==> src/rtl/gpio_irq_pkg.sv <==
package gpio_irq_pkg;
  localparam int DEF_BANK_W = 16;
  localparam int ADDR_W     = 4;

  typedef enum logic [2:0] {
    GRP_MODE = 3'd0,
    GRP_POL  = 3'd1,
    GRP_RISE = 3'd2,
    GRP_FALL = 3'd3,
    GRP_HOLD = 3'd4,
    GRP_EN   = 3'd5,
    GRP_STAT = 3'd6,
    GRP_PRIO = 3'd7
  } reg_grp_e;
endpackage

==> src/rtl/gpio_irq_sync.sv <==
module gpio_irq_sync #(
  parameter int W      = 32,
  parameter int STAGES = 2
) (
  input  logic         clk_i,
  input  logic         rst_ni,
  input  logic [W-1:0] async_i,
  output logic [W-1:0] sync_o
);
  logic [W-1:0] stage_q [STAGES];

  always_ff @(posedge clk_i or negedge rst_ni) begin
    if (!rst_ni) begin
      for (int s = 0; s < STAGES; s++) stage_q[s] <= '0;
    end else begin
      stage_q[0] <= async_i;
      for (int s = 1; s < STAGES; s++) stage_q[s] <= stage_q[s-1];
    end
  end

  assign sync_o = stage_q[STAGES-1];
endmodule

==> src/rtl/gpio_irq_detect.sv <==
module gpio_irq_detect #(
  parameter int W = 32
) (
  input  logic         clk_i,
  input  logic         rst_ni,
  input  logic [W-1:0] sync_i,
  input  logic [W-1:0] mode_i,
  input  logic [W-1:0] pol_i,
  input  logic [W-1:0] rise_en_i,
  input  logic [W-1:0] fall_en_i,
  output logic [W-1:0] det_o
);
  logic [W-1:0] prev_q;
  logic [W-1:0] edge_ev, lvl_ev;

  always_ff @(posedge clk_i or negedge rst_ni) begin
    if (!rst_ni) prev_q <= '0;
    else         prev_q <= sync_i;
  end

  // edge terms gated by their own enables; polarity only matters in level mode
  assign edge_ev = (rise_en_i & sync_i & ~prev_q) | (fall_en_i & ~sync_i & prev_q);
  assign lvl_ev  = ~(sync_i ^ pol_i);
  assign det_o   = (mode_i & edge_ev) | (~mode_i & lvl_ev);
endmodule

==> src/rtl/gpio_irq_status.sv <==
module gpio_irq_status #(
  parameter int W = 32
) (
  input  logic         clk_i,
  input  logic         rst_ni,
  input  logic [W-1:0] det_i,
  input  logic [W-1:0] hold_i,
  input  logic [W-1:0] clr_i,
  output logic [W-1:0] status_o
);
  logic [W-1:0] status_d;

  // held bits: set wins over clear; pass-through bits track det
  assign status_d = (hold_i & (det_i | (status_o & ~clr_i))) | (~hold_i & det_i);

  always_ff @(posedge clk_i or negedge rst_ni) begin
    if (!rst_ni) status_o <= '0;
    else         status_o <= status_d;
  end
endmodule

==> src/rtl/gpio_irq_ff1.sv <==
module gpio_irq_ff1 #(
  parameter int W = 16,
  localparam int POS_W = $clog2(W)
) (
  input  logic [W-1:0]     vec_i,
  output logic             found_o,
  output logic [POS_W-1:0] pos_o
);
  always_comb begin
    pos_o = '0;
    for (int i = W - 1; i >= 0; i--) begin
      if (vec_i[i]) pos_o = POS_W'(i);
    end
  end

  assign found_o = |vec_i;
endmodule

==> src/rtl/gpio_irq_prio.sv <==
module gpio_irq_prio #(
  parameter int BANK_W = 16,
  localparam int NUM_PINS = 2 * BANK_W,
  localparam int IDX_W = $clog2(NUM_PINS),
  localparam int POS_W = $clog2(BANK_W)
) (
  input  logic [NUM_PINS-1:0] active_i,
  output logic [BANK_W-1:0]   idx_o
);
  logic [1:0]       found;
  logic [POS_W-1:0] pos [2];

  for (genvar b = 0; b < 2; b++) begin : g_bank
    gpio_irq_ff1 #(.W(BANK_W)) u_ff1 (
      .vec_i  (active_i[b*BANK_W +: BANK_W]),
      .found_o(found[b]),
      .pos_o  (pos[b])
    );
  end

  always_comb begin
    idx_o = '0;
    if (found[0])      idx_o[IDX_W-1:0] = IDX_W'(pos[0]);
    else if (found[1]) idx_o[IDX_W-1:0] = IDX_W'(pos[1]) + IDX_W'(BANK_W);
    else               idx_o[BANK_W-1]  = 1'b1;
  end
endmodule

==> src/rtl/gpio_irq_ctrl.sv <==
module gpio_irq_ctrl
  import gpio_irq_pkg::*;
#(
  parameter int BANK_W      = DEF_BANK_W,
  parameter int SYNC_STAGES = 2,
  localparam int NUM_PINS = 2 * BANK_W
) (
  input  logic                clk_i,
  input  logic                rst_ni,
  input  logic [NUM_PINS-1:0] pin_i,
  input  logic                we_i,
  input  logic [ADDR_W-1:0]   addr_i,
  input  logic [BANK_W-1:0]   wdata_i,
  output logic [BANK_W-1:0]   rdata_o,
  output logic                irq_o
);
  reg_grp_e grp;
  logic     bank;

  logic [NUM_PINS-1:0] mode_q, pol_q, rise_q, fall_q, hold_q, en_q;
  logic [NUM_PINS-1:0] sync_pin, det, status_q, clr_vec, active;
  logic [BANK_W-1:0]   prio_idx;

  assign grp  = reg_grp_e'(addr_i[3:1]);
  assign bank = addr_i[0];

  always_ff @(posedge clk_i or negedge rst_ni) begin
    if (!rst_ni) begin
      mode_q <= '0;
      pol_q  <= '0;
      rise_q <= '0;
      fall_q <= '0;
      hold_q <= '0;
      en_q   <= '0;
    end else if (we_i) begin
      for (int b = 0; b < 2; b++) begin
        if (int'(bank) == b) begin
          case (grp)
            GRP_MODE: mode_q[b*BANK_W +: BANK_W] <= wdata_i;
            GRP_POL:  pol_q [b*BANK_W +: BANK_W] <= wdata_i;
            GRP_RISE: rise_q[b*BANK_W +: BANK_W] <= wdata_i;
            GRP_FALL: fall_q[b*BANK_W +: BANK_W] <= wdata_i;
            GRP_HOLD: hold_q[b*BANK_W +: BANK_W] <= wdata_i;
            GRP_EN:   en_q  [b*BANK_W +: BANK_W] <= wdata_i;
            default: ;
          endcase
        end
      end
    end
  end

  for (genvar b = 0; b < 2; b++) begin : g_clr
    assign clr_vec[b*BANK_W +: BANK_W] =
      (we_i && grp == GRP_STAT && int'(bank) == b) ? wdata_i : '0;
  end

  gpio_irq_sync #(.W(NUM_PINS), .STAGES(SYNC_STAGES)) u_sync (
    .clk_i  (clk_i),
    .rst_ni (rst_ni),
    .async_i(pin_i),
    .sync_o (sync_pin)
  );

  gpio_irq_detect #(.W(NUM_PINS)) u_detect (
    .clk_i    (clk_i),
    .rst_ni   (rst_ni),
    .sync_i   (sync_pin),
    .mode_i   (mode_q),
    .pol_i    (pol_q),
    .rise_en_i(rise_q),
    .fall_en_i(fall_q),
    .det_o    (det)
  );

  gpio_irq_status #(.W(NUM_PINS)) u_status (
    .clk_i   (clk_i),
    .rst_ni  (rst_ni),
    .det_i   (det),
    .hold_i  (hold_q),
    .clr_i   (clr_vec),
    .status_o(status_q)
  );

  assign active = status_q & en_q;
  assign irq_o  = |active;

  gpio_irq_prio #(.BANK_W(BANK_W)) u_prio (
    .active_i(active),
    .idx_o   (prio_idx)
  );

  always_comb begin
    case (grp)
      GRP_MODE: rdata_o = mode_q  [int'(bank)*BANK_W +: BANK_W];
      GRP_POL:  rdata_o = pol_q   [int'(bank)*BANK_W +: BANK_W];
      GRP_RISE: rdata_o = rise_q  [int'(bank)*BANK_W +: BANK_W];
      GRP_FALL: rdata_o = fall_q  [int'(bank)*BANK_W +: BANK_W];
      GRP_HOLD: rdata_o = hold_q  [int'(bank)*BANK_W +: BANK_W];
      GRP_EN:   rdata_o = en_q    [int'(bank)*BANK_W +: BANK_W];
      GRP_STAT: rdata_o = status_q[int'(bank)*BANK_W +: BANK_W];
      default:  rdata_o = prio_idx;
    endcase
  end
endmodule

==> config.mk <==
export PLATFORM = sky130hd
export DESIGN_NAME = gpio_irq_ctrl
export DESIGN_NICKNAME = d
export VERILOG_FILES = /design/src/rtl/gpio_irq_pkg.sv /design/src/rtl/gpio_irq_sync.sv /design/src/rtl/gpio_irq_detect.sv /design/src/rtl/gpio_irq_status.sv /design/src/rtl/gpio_irq_ff1.sv /design/src/rtl/gpio_irq_prio.sv /design/src/rtl/gpio_irq_ctrl.sv
export SDC_FILE = /design/constraint.sdc
export NUM_CORES = 1
export LEC_CHECK = 0
export BUFFER_PORTS_ARGS = -buffer_cell sky130_fd_sc_hd__buf_2
export CAP_MARGIN = 5
export CORE_AREA = 2 2 248 189
export DETAILED_ROUTE_END_ITERATION = 7
export DIE_AREA = 0 0 250 191
export HOLD_SLACK_MARGIN = 0.12
export PLACE_DENSITY = 0.55
export SYNTH_ARGS = -nofsm -noshare
export SYNTH_HDL_FRONTEND = slang
export SYNTH_HIERARCHICAL = 1
export SYNTH_SLANG_ARGS = --single-unit
==> constraint.sdc <==
create_clock -name clk_i -period 2.4 [get_ports clk_i]
set_input_delay 0.24 -clock clk_i [delete_from_list [all_inputs] [get_ports clk_i]]
set_output_delay 0.24 -clock clk_i [all_outputs]
set_load 0.05 [all_outputs]
==> results of run 1 <==
[flip-flops by register name, indices dropped and copies added, names as in the netlist]
name / flops
en_q: 32
u_sync/stage_q: 32
hold_q: 32
u_status/status_o: 32
rise_q: 32
fall_q: 32
mode_q: 32
pol_q: 32
u_detect/prev_q: 32
u_sync/sync_o: 32
[worst max-delay path, delay by kind of cell, from the launching register on]
| kind | cells | cell delay, ps |
|---|---|---|
| compound gates | 4 | 720 |
| buf+inv | 3 | 400 |
| flops | 1 | 380 |
| simple gates | 5 | 1090 |
[per-layer routing]
metal | routed length, µm | up-vias | share of wire [%] | GRT usage (%)
li1 | - | 5450 | - | -
met1 | 24000 | 6133 | 49 | 30.1
met2 | 21100 | 325 | 43 | 30.8
met3 | 2980 | 72 | 6.0 | 4.34
met4 | 1110 | 0 | 2.3 | 5.57
met5 | 0 | - | 0 | 0
[cell usage in the layout, fill, tap and decap left out, drive strengths merged, types with 10 or more instances in the layout]
cell / Yosys / routed
o221ai: 14 / 14
o2bb2ai: 11 / 11
nor2b: 11 / 11
nand3: 38 / 38
nand2: 43 / 43
conb: 1 / 10
o21ai: 53 / 53
o21ba: 32 / 32
o21a: 16 / 16
nand2b: 52 / 52
inv: 50 / 51
nor2: 52 / 52
mux2: 190 / 190
clkbuf: 50 / 54
dfrtp: 320 / 320
dlygate4sd3: 0 / 44
a21oi: 17 / 17
a32oi: 40 / 40
nor3b: 13 / 13
a22oi: 10 / 10
a31o: 31 / 31
o22ai: 15 / 15
buf: 71 / 275
nand3b: 34 / 34
a221oi: 12 / 12
mux2i: 27 / 27
and2: 65 / 65
a22o: 11 / 11
[metrics by stage]
| step | total power (W) | utilization [%] | instance area (µm²) | setup TNS [ps] |
|---|---|---|---|---|
| final | 0.0177 | 44.2 | 20100 | -5600 |
| after CTS | 0.0177 | 44.0 | 20000 | -5920 |
| after detailed placement | 0.0117 | 40.0 | 18200 | -2610 |
| after floorplan | 0.00975 | - | 15800 | -433 |
| after global placement | 0.0116 | 40.0 | 18200 | -2620 |
| after global routing | 0.0186 | 44.2 | 20100 | -6250 |
[cell families after synthesis]
kind of cell | after synthesis | synth area share, %
AOI/OAI and AO/OA | 309 | 15.3
buffers and inverters | 171 | 5.23
DFF | 320 | 51.1
muxes | 219 | 15.7
other | 1 | 0.0239
and+or+nand+nor | 345 | 12.6
[power by group]
part           switching, W  internal [W]  total [W]
combinational       0.00222       0.00259    0.00481
sequential         0.000824       0.00640    0.00723
clock               0.00223       0.00343    0.00566
[timing repair]
action                     in CTS  in global routing
gates resized for setup        34                 16
pin swaps                      12                 12
buffers inserted                9                  2
setup endpoints to repair       9                  7
cloned                          0                  0
hold buffers                   44                  0
hold endpoints to repair      314                  0
[path summary, 6_finish.rpt]
path / to / slack, ps / cells after the start / start
worst max-delay path: rdata_o[3] / -950 / 12 / en_q[21]
worst min-delay path: mode_q[19] / 160 / 2 / wdata_i[3]
worst max register to register: u_status/status_o[6] / 1220 / 3 / mode_q[6]
worst min register to register: u_sync/sync_o[31] / 340 / 0 / u_sync/stage_q[63]
max in group asynchronous: fall_q[8] / 1420 / 3 / rst_ni
min in group asynchronous: u_sync/stage_q[61] / 250 / 2 / rst_ni
[area by class of cell]
type	instances	area (µm²)
clock buffer	54	1080
sequential	320	8010
clock inverter	9	126
inverter	50	188
timing repair buffer	319	2760
multi-input combinational	883	7190
tap	595	744
fill	4291	25300
==> flow_metrics.env, run 1 <==
export IMPL_area_delta_synth_final_pct=28.2
export IMPL_required_ps=2160
export IMPL_coreArea_mm2=0.0454
export IMPL_clk_path_buf_depth=3
export IMPL_fmax_ghz=0.299
export IMPL_grt_max_degree=62
export IMPL_cp_max_fo=2
export IMPL_crit_path_cell_trace="and2_4 -> nor4_4 -> nand3_1 -> or3_4 -> buf_6 -> nor2b_4 -> buf_6 -> a22o_4 -> o21a_1 -> o21ai_2 -> o22ai_4 -> buf_12"
export IMPL_tritoncts="yes"
export IMPL_clkSinkCount=320
export IMPL_drive_above_1_share_pct=36.3
export IMPL_first_pass_iters=5
export IMPL_final_nets=1664
export IMPL_drc=0
export IMPL_hold_worst_slack_ps=161
export IMPL_die_width_um=250
export IMPL_clk_pin_slew_worst_paths_ps=60
export IMPL_synth_edff_count=0
export IMPL_hpwlAfterDp_um=34800
export IMPL_finalClockSkew_ps=17.0
export IMPL_ant_nets=0
export IMPL_cts_made_buffers=35
export IMPL_drt_wl_total_um=49200
export IMPL_post_drt_wl_per_cell_um=22.1
export IMPL_start_util_pct=34.5
export IMPL_gp_congestion=0.907
export IMPL_fp_dieArea_mm2=0.0478
export IMPL_synth_async_reset_ratio_pct=100
export IMPL_worst_setup_path_start_kind="flop"
export IMPL_critPathSlowestCell="dfrtp_1"
export IMPL_relSlewSlack_pct=64.2
export IMPL_drt_iter0_markers=903
export IMPL_powerDensity_mw_per_mm2=881
export IMPL_ios=72
export IMPL_irDropWorstVdd_uv=624
export IMPL_synth_flop_cell="dfrtp_1"
export IMPL_synth_cell_types=60
export IMPL_port_buffers=71
export IMPL_syn_mean_instance_area_um2=11.5
export IMPL_clk_latency_ps=530
export IMPL_yosysTopAreaCellShare_pct=51.1
export IMPL_grt_pass1_vias=11900
export IMPL_synth_most_common_cell="dfrtp_1"
export IMPL_num_rows=68
export IMPL_dp_cells=2112
export IMPL_worstPathArrival_ps=3110
export IMPL_syn_inst=1365
export IMPL_cap_violations=0
export IMPL_syn_area_mm2=0.0157
export IMPL_synth_commonest_cells="320 x dfrtp_1, 190 x mux2_2, 64 x and2_1"
export IMPL_h_tree_depth=2
export IMPL_worst_pin_slew_ps=531
export IMPL_cp_end_kind="output port"
export IMPL_vias_per_cell=5.37
export IMPL_leakage_nw=8.65
export IMPL_hp_class="primary input to flop"
export IMPL_synth_warning_count=6
export IMPL_ys_seq_elements=320
export IMPL_layout_cells_non_filler=2230
export IMPL_drv_slew=0
export IMPL_grt_first_pass_wirelength_um=74400
export IMPL_period_minus_slack_ps=3350
export IMPL_overflow=0
export IMPL_antenna_found_initial=1
export IMPL_track_usage_pct=20.6
export IMPL_worstSetupPathType="flop to output port"
export IMPL_n_antenna_cell=0
export IMPL_status="finished with violations"
export IMPL_worst_path_most_repeated_cell="buf_6"
export IMPL_critical_path_max_stage_delay_ps=380
export IMPL_violations="negative setup slack"
export IMPL_timing_final_ws_setup_ps=-950
export IMPL_rsz0062_at_grt="yes"
export IMPL_setup_viol=7
export IMPL_dp_slack_ps=-558
export IMPL_clockRootBuffer="clkbuf_16"
export IMPL_ys_seq_area_share_pct=51.1
export IMPL_vias=12000
export IMPL_synth_area_leaders="dfrtp_1 51%, mux2_2 14%, and2_1 2.6%"
export IMPL_finalCritPeriodShare_pct=140
export IMPL_hold_violations=0
export IMPL_synth_top_area_cell="dfrtp_1"
export IMPL_fp_dieH_um=191
(Power assumes the default switching activity.)
==> run 2: changes to the inputs <==
Settings changed: CORE_AREA 2 2 248 189 to 2 2 219 167, DIE_AREA 0 0 250 191 to 0 0 221 169, PLACE_DENSITY 0.55 to 0.66.
==> run 2 against run 1 <==
Compared with the run above: the flow still finishes with violations (negative setup slack); count of clock-buffer cells in the layout decreased by 10; critical path type unchanged; sequential cell count did not move; wire length down 5.5%; non-clock buffer count is 8 lower; final area down 2.6%.
==> flow_metrics.env, run 2 (synthesized netlist as in run 1, its figures left out) <==
export IMPL_status="finished with violations"
export IMPL_violations="negative setup slack"
export IMPL_irDropWorstVdd_uv=643
export IMPL_utilization_pct=55.3
export IMPL_grt_max_degree=67
export IMPL_required_ps=2160
export IMPL_layout_cells_non_filler=2086
export IMPL_power_w=0.0170
export IMPL_dp_cells=1975
export IMPL_port_buffers=71
export IMPL_cap_violations=0
export IMPL_clk_pin_slew_worst_paths_ps=70
export IMPL_drv_slew=0
export IMPL_fp_dieArea_mm2=0.0373
export IMPL_clockRootBuffer="clkbuf_16"
export IMPL_n_antenna_cell=0
export IMPL_cts_made_buffers=34
export IMPL_period_minus_slack_ps=3310
export IMPL_fmax_ghz=0.302
export IMPL_num_rows=60
export IMPL_relSlewSlack_pct=61.9
export IMPL_drc=0
export IMPL_tritoncts="yes"
export IMPL_vias_per_cell=5.75
export IMPL_finalCritPeriodShare_pct=138
export IMPL_vias=12000
export IMPL_p_sw_w=0.00520
export IMPL_rsz0062_at_grt="yes"
export IMPL_antenna_found_initial=0
export IMPL_leakage_nw=8.49
export IMPL_fillCellCount=2965
export IMPL_placed_cell_area_mm2=0.0178
export IMPL_swShare_pct=30.6
export IMPL_start_util_pct=44.3
export IMPL_ant_nets=0
export IMPL_h_tree_depth=2
export IMPL_hold_violations=0
export IMPL_worstSetupPathType="flop to output port"
export IMPL_tns_ps=-5040
export IMPL_gp_congestion=0.903
export IMPL_cp_end_kind="output port"
export IMPL_clkPwrFrac_pct=29.6
export IMPL_p_int_w=0.0118
export IMPL_cp_max_fo=3
export IMPL_p_comb_share_pct=27.8
export IMPL_layout_commonest_cell="dfrtp_1"
export IMPL_worst_pin_slew_ps=571
export IMPL_track_usage_pct=25.1
export IMPL_worstPathArrival_ps=3070
export IMPL_final_nets=1655
export IMPL_post_drt_wl_per_cell_um=22.3
export IMPL_worst_setup_path_start_kind="flop"
export IMPL_clk_latency_ps=530
export IMPL_design_area_mm2=0.0196
export IMPL_finalClockSkew_ps=12.3
export IMPL_power_frac_seq_pct=42.6
export IMPL_ios=72
export IMPL_drt_wl_total_um=46500
export IMPL_grt_pass1_vias=12300
export IMPL_fp_dieH_um=169
export IMPL_hp_class="primary input to flop"
export IMPL_clk_path_buf_depth=3
export IMPL_die_width_um=221
export IMPL_drt_iter0_markers=1134
export IMPL_overflow=0
export IMPL_drive_above_1_share_pct=35.6
export IMPL_clkSinkCount=320
export IMPL_setup_viol=7
export IMPL_final_cell_mix="320 x dfrtp_1, 188 x mux2_2, 181 x buf_4"
export IMPL_grt_first_pass_wirelength_um=72300
export IMPL_timing_final_ws_setup_ps=-906
export IMPL_coreArea_mm2=0.0354
export IMPL_first_pass_iters=5
export IMPL_area_delta_synth_final_pct=24.9
export IMPL_powerDensity_mw_per_mm2=869
export IMPL_hpwlAfterDp_um=32100
-- run 2: cell count changes in the layout (fill, tap and decap cells not counted), sizes merged --
cell / before / now
buf: 275 / 267
bufinv: 3 / 1
clkinvlp: 1 / 2
clkinv: 4 / 9
clkbuf: 54 / 44
-- run 2: area by class of cell --
type / instances / area, µm² / share of cell area, %
Timing Repair Buffer: 311 / 2550 / 13.1
Multi-Input combinational cell: 883 / 7190 / 36.8
Sequential cell: 320 / 8010 / 40.9
Clock buffer: 44 / 930 / 4.75
Inverter: 50 / 188 / 0.959
Tap cell: 465 / 582 / 2.97
Clock inverter: 13 / 106 / 0.544
-- run 2: path summary, 6_finish.rpt --
path | from | endpoint | slack, ps | cells past startpoint
max | u_status/status_o[15] | rdata_o[2] | -910 | 12
min | wdata_i[8] | mode_q[8] | 170 | 2
max reg2reg | mode_q[12] | u_status/status_o[12] | 1210 | 3
min reg2reg | u_sync/stage_q[44] | u_sync/sync_o[12] | 340 | 0
max in group asynchronous | rst_ni | rise_q[24] | 1400 | 3
min in group asynchronous | rst_ni | fall_q[13] | 260 | 2
-- run 2: stage by stage --
step / setup slack (ps) / hold WS, ps
CTS: -938 / 155
finish: -906 / 166
global placement: -433 / 215
detailed placement: -468 / 214
floorplan: -243 / -55.6
global route: -1040 / 180
-- run 2: critical path, cell delays in order, from the launching register on --
cell,delay (ps)
dfrtp_1,380
and2_1,210
nor4_1,350
buf_4,180
o21ai_0,70
and3_1,210
nand2_2,70
o21ai_2,70
mux2_4,250
a22o_1,200
a221oi_2,240
o22ai_2,140
buf_6,170
-- run 2: power by group through the flow --
stage               Combinational (W)  Clock, W  Sequential (W)
finish                        0.00474   0.00503         0.00724
global route                  0.00509   0.00539         0.00738
CTS                           0.00466   0.00515         0.00722
detailed placement            0.00433         0         0.00730
global placement              0.00425         0         0.00724
floorplan                     0.00268         0         0.00707
-- run 2: what timing repair did --
action                     CTS  global route
gates resized for setup     45             8
hold endpoints to repair   236             0
pin swaps                   20            18
setup buffers                9             4
hold buffers                44             0
setup endpoints to repair    8             9
-- run 2: per-layer routing --
| metal | up-vias | global-route usage, % | share of wire [%] |
|---|---|---|---|
| li1 | 5429 | - | - |
| met1 | 6025 | 35.9 | 45 |
| met2 | 440 | 38.1 | 44 |
| met3 | 97 | 5.33 | 7.4 |
| met4 | 0 | 8.08 | 2.7 |
| met5 | - | 0 | 0 |
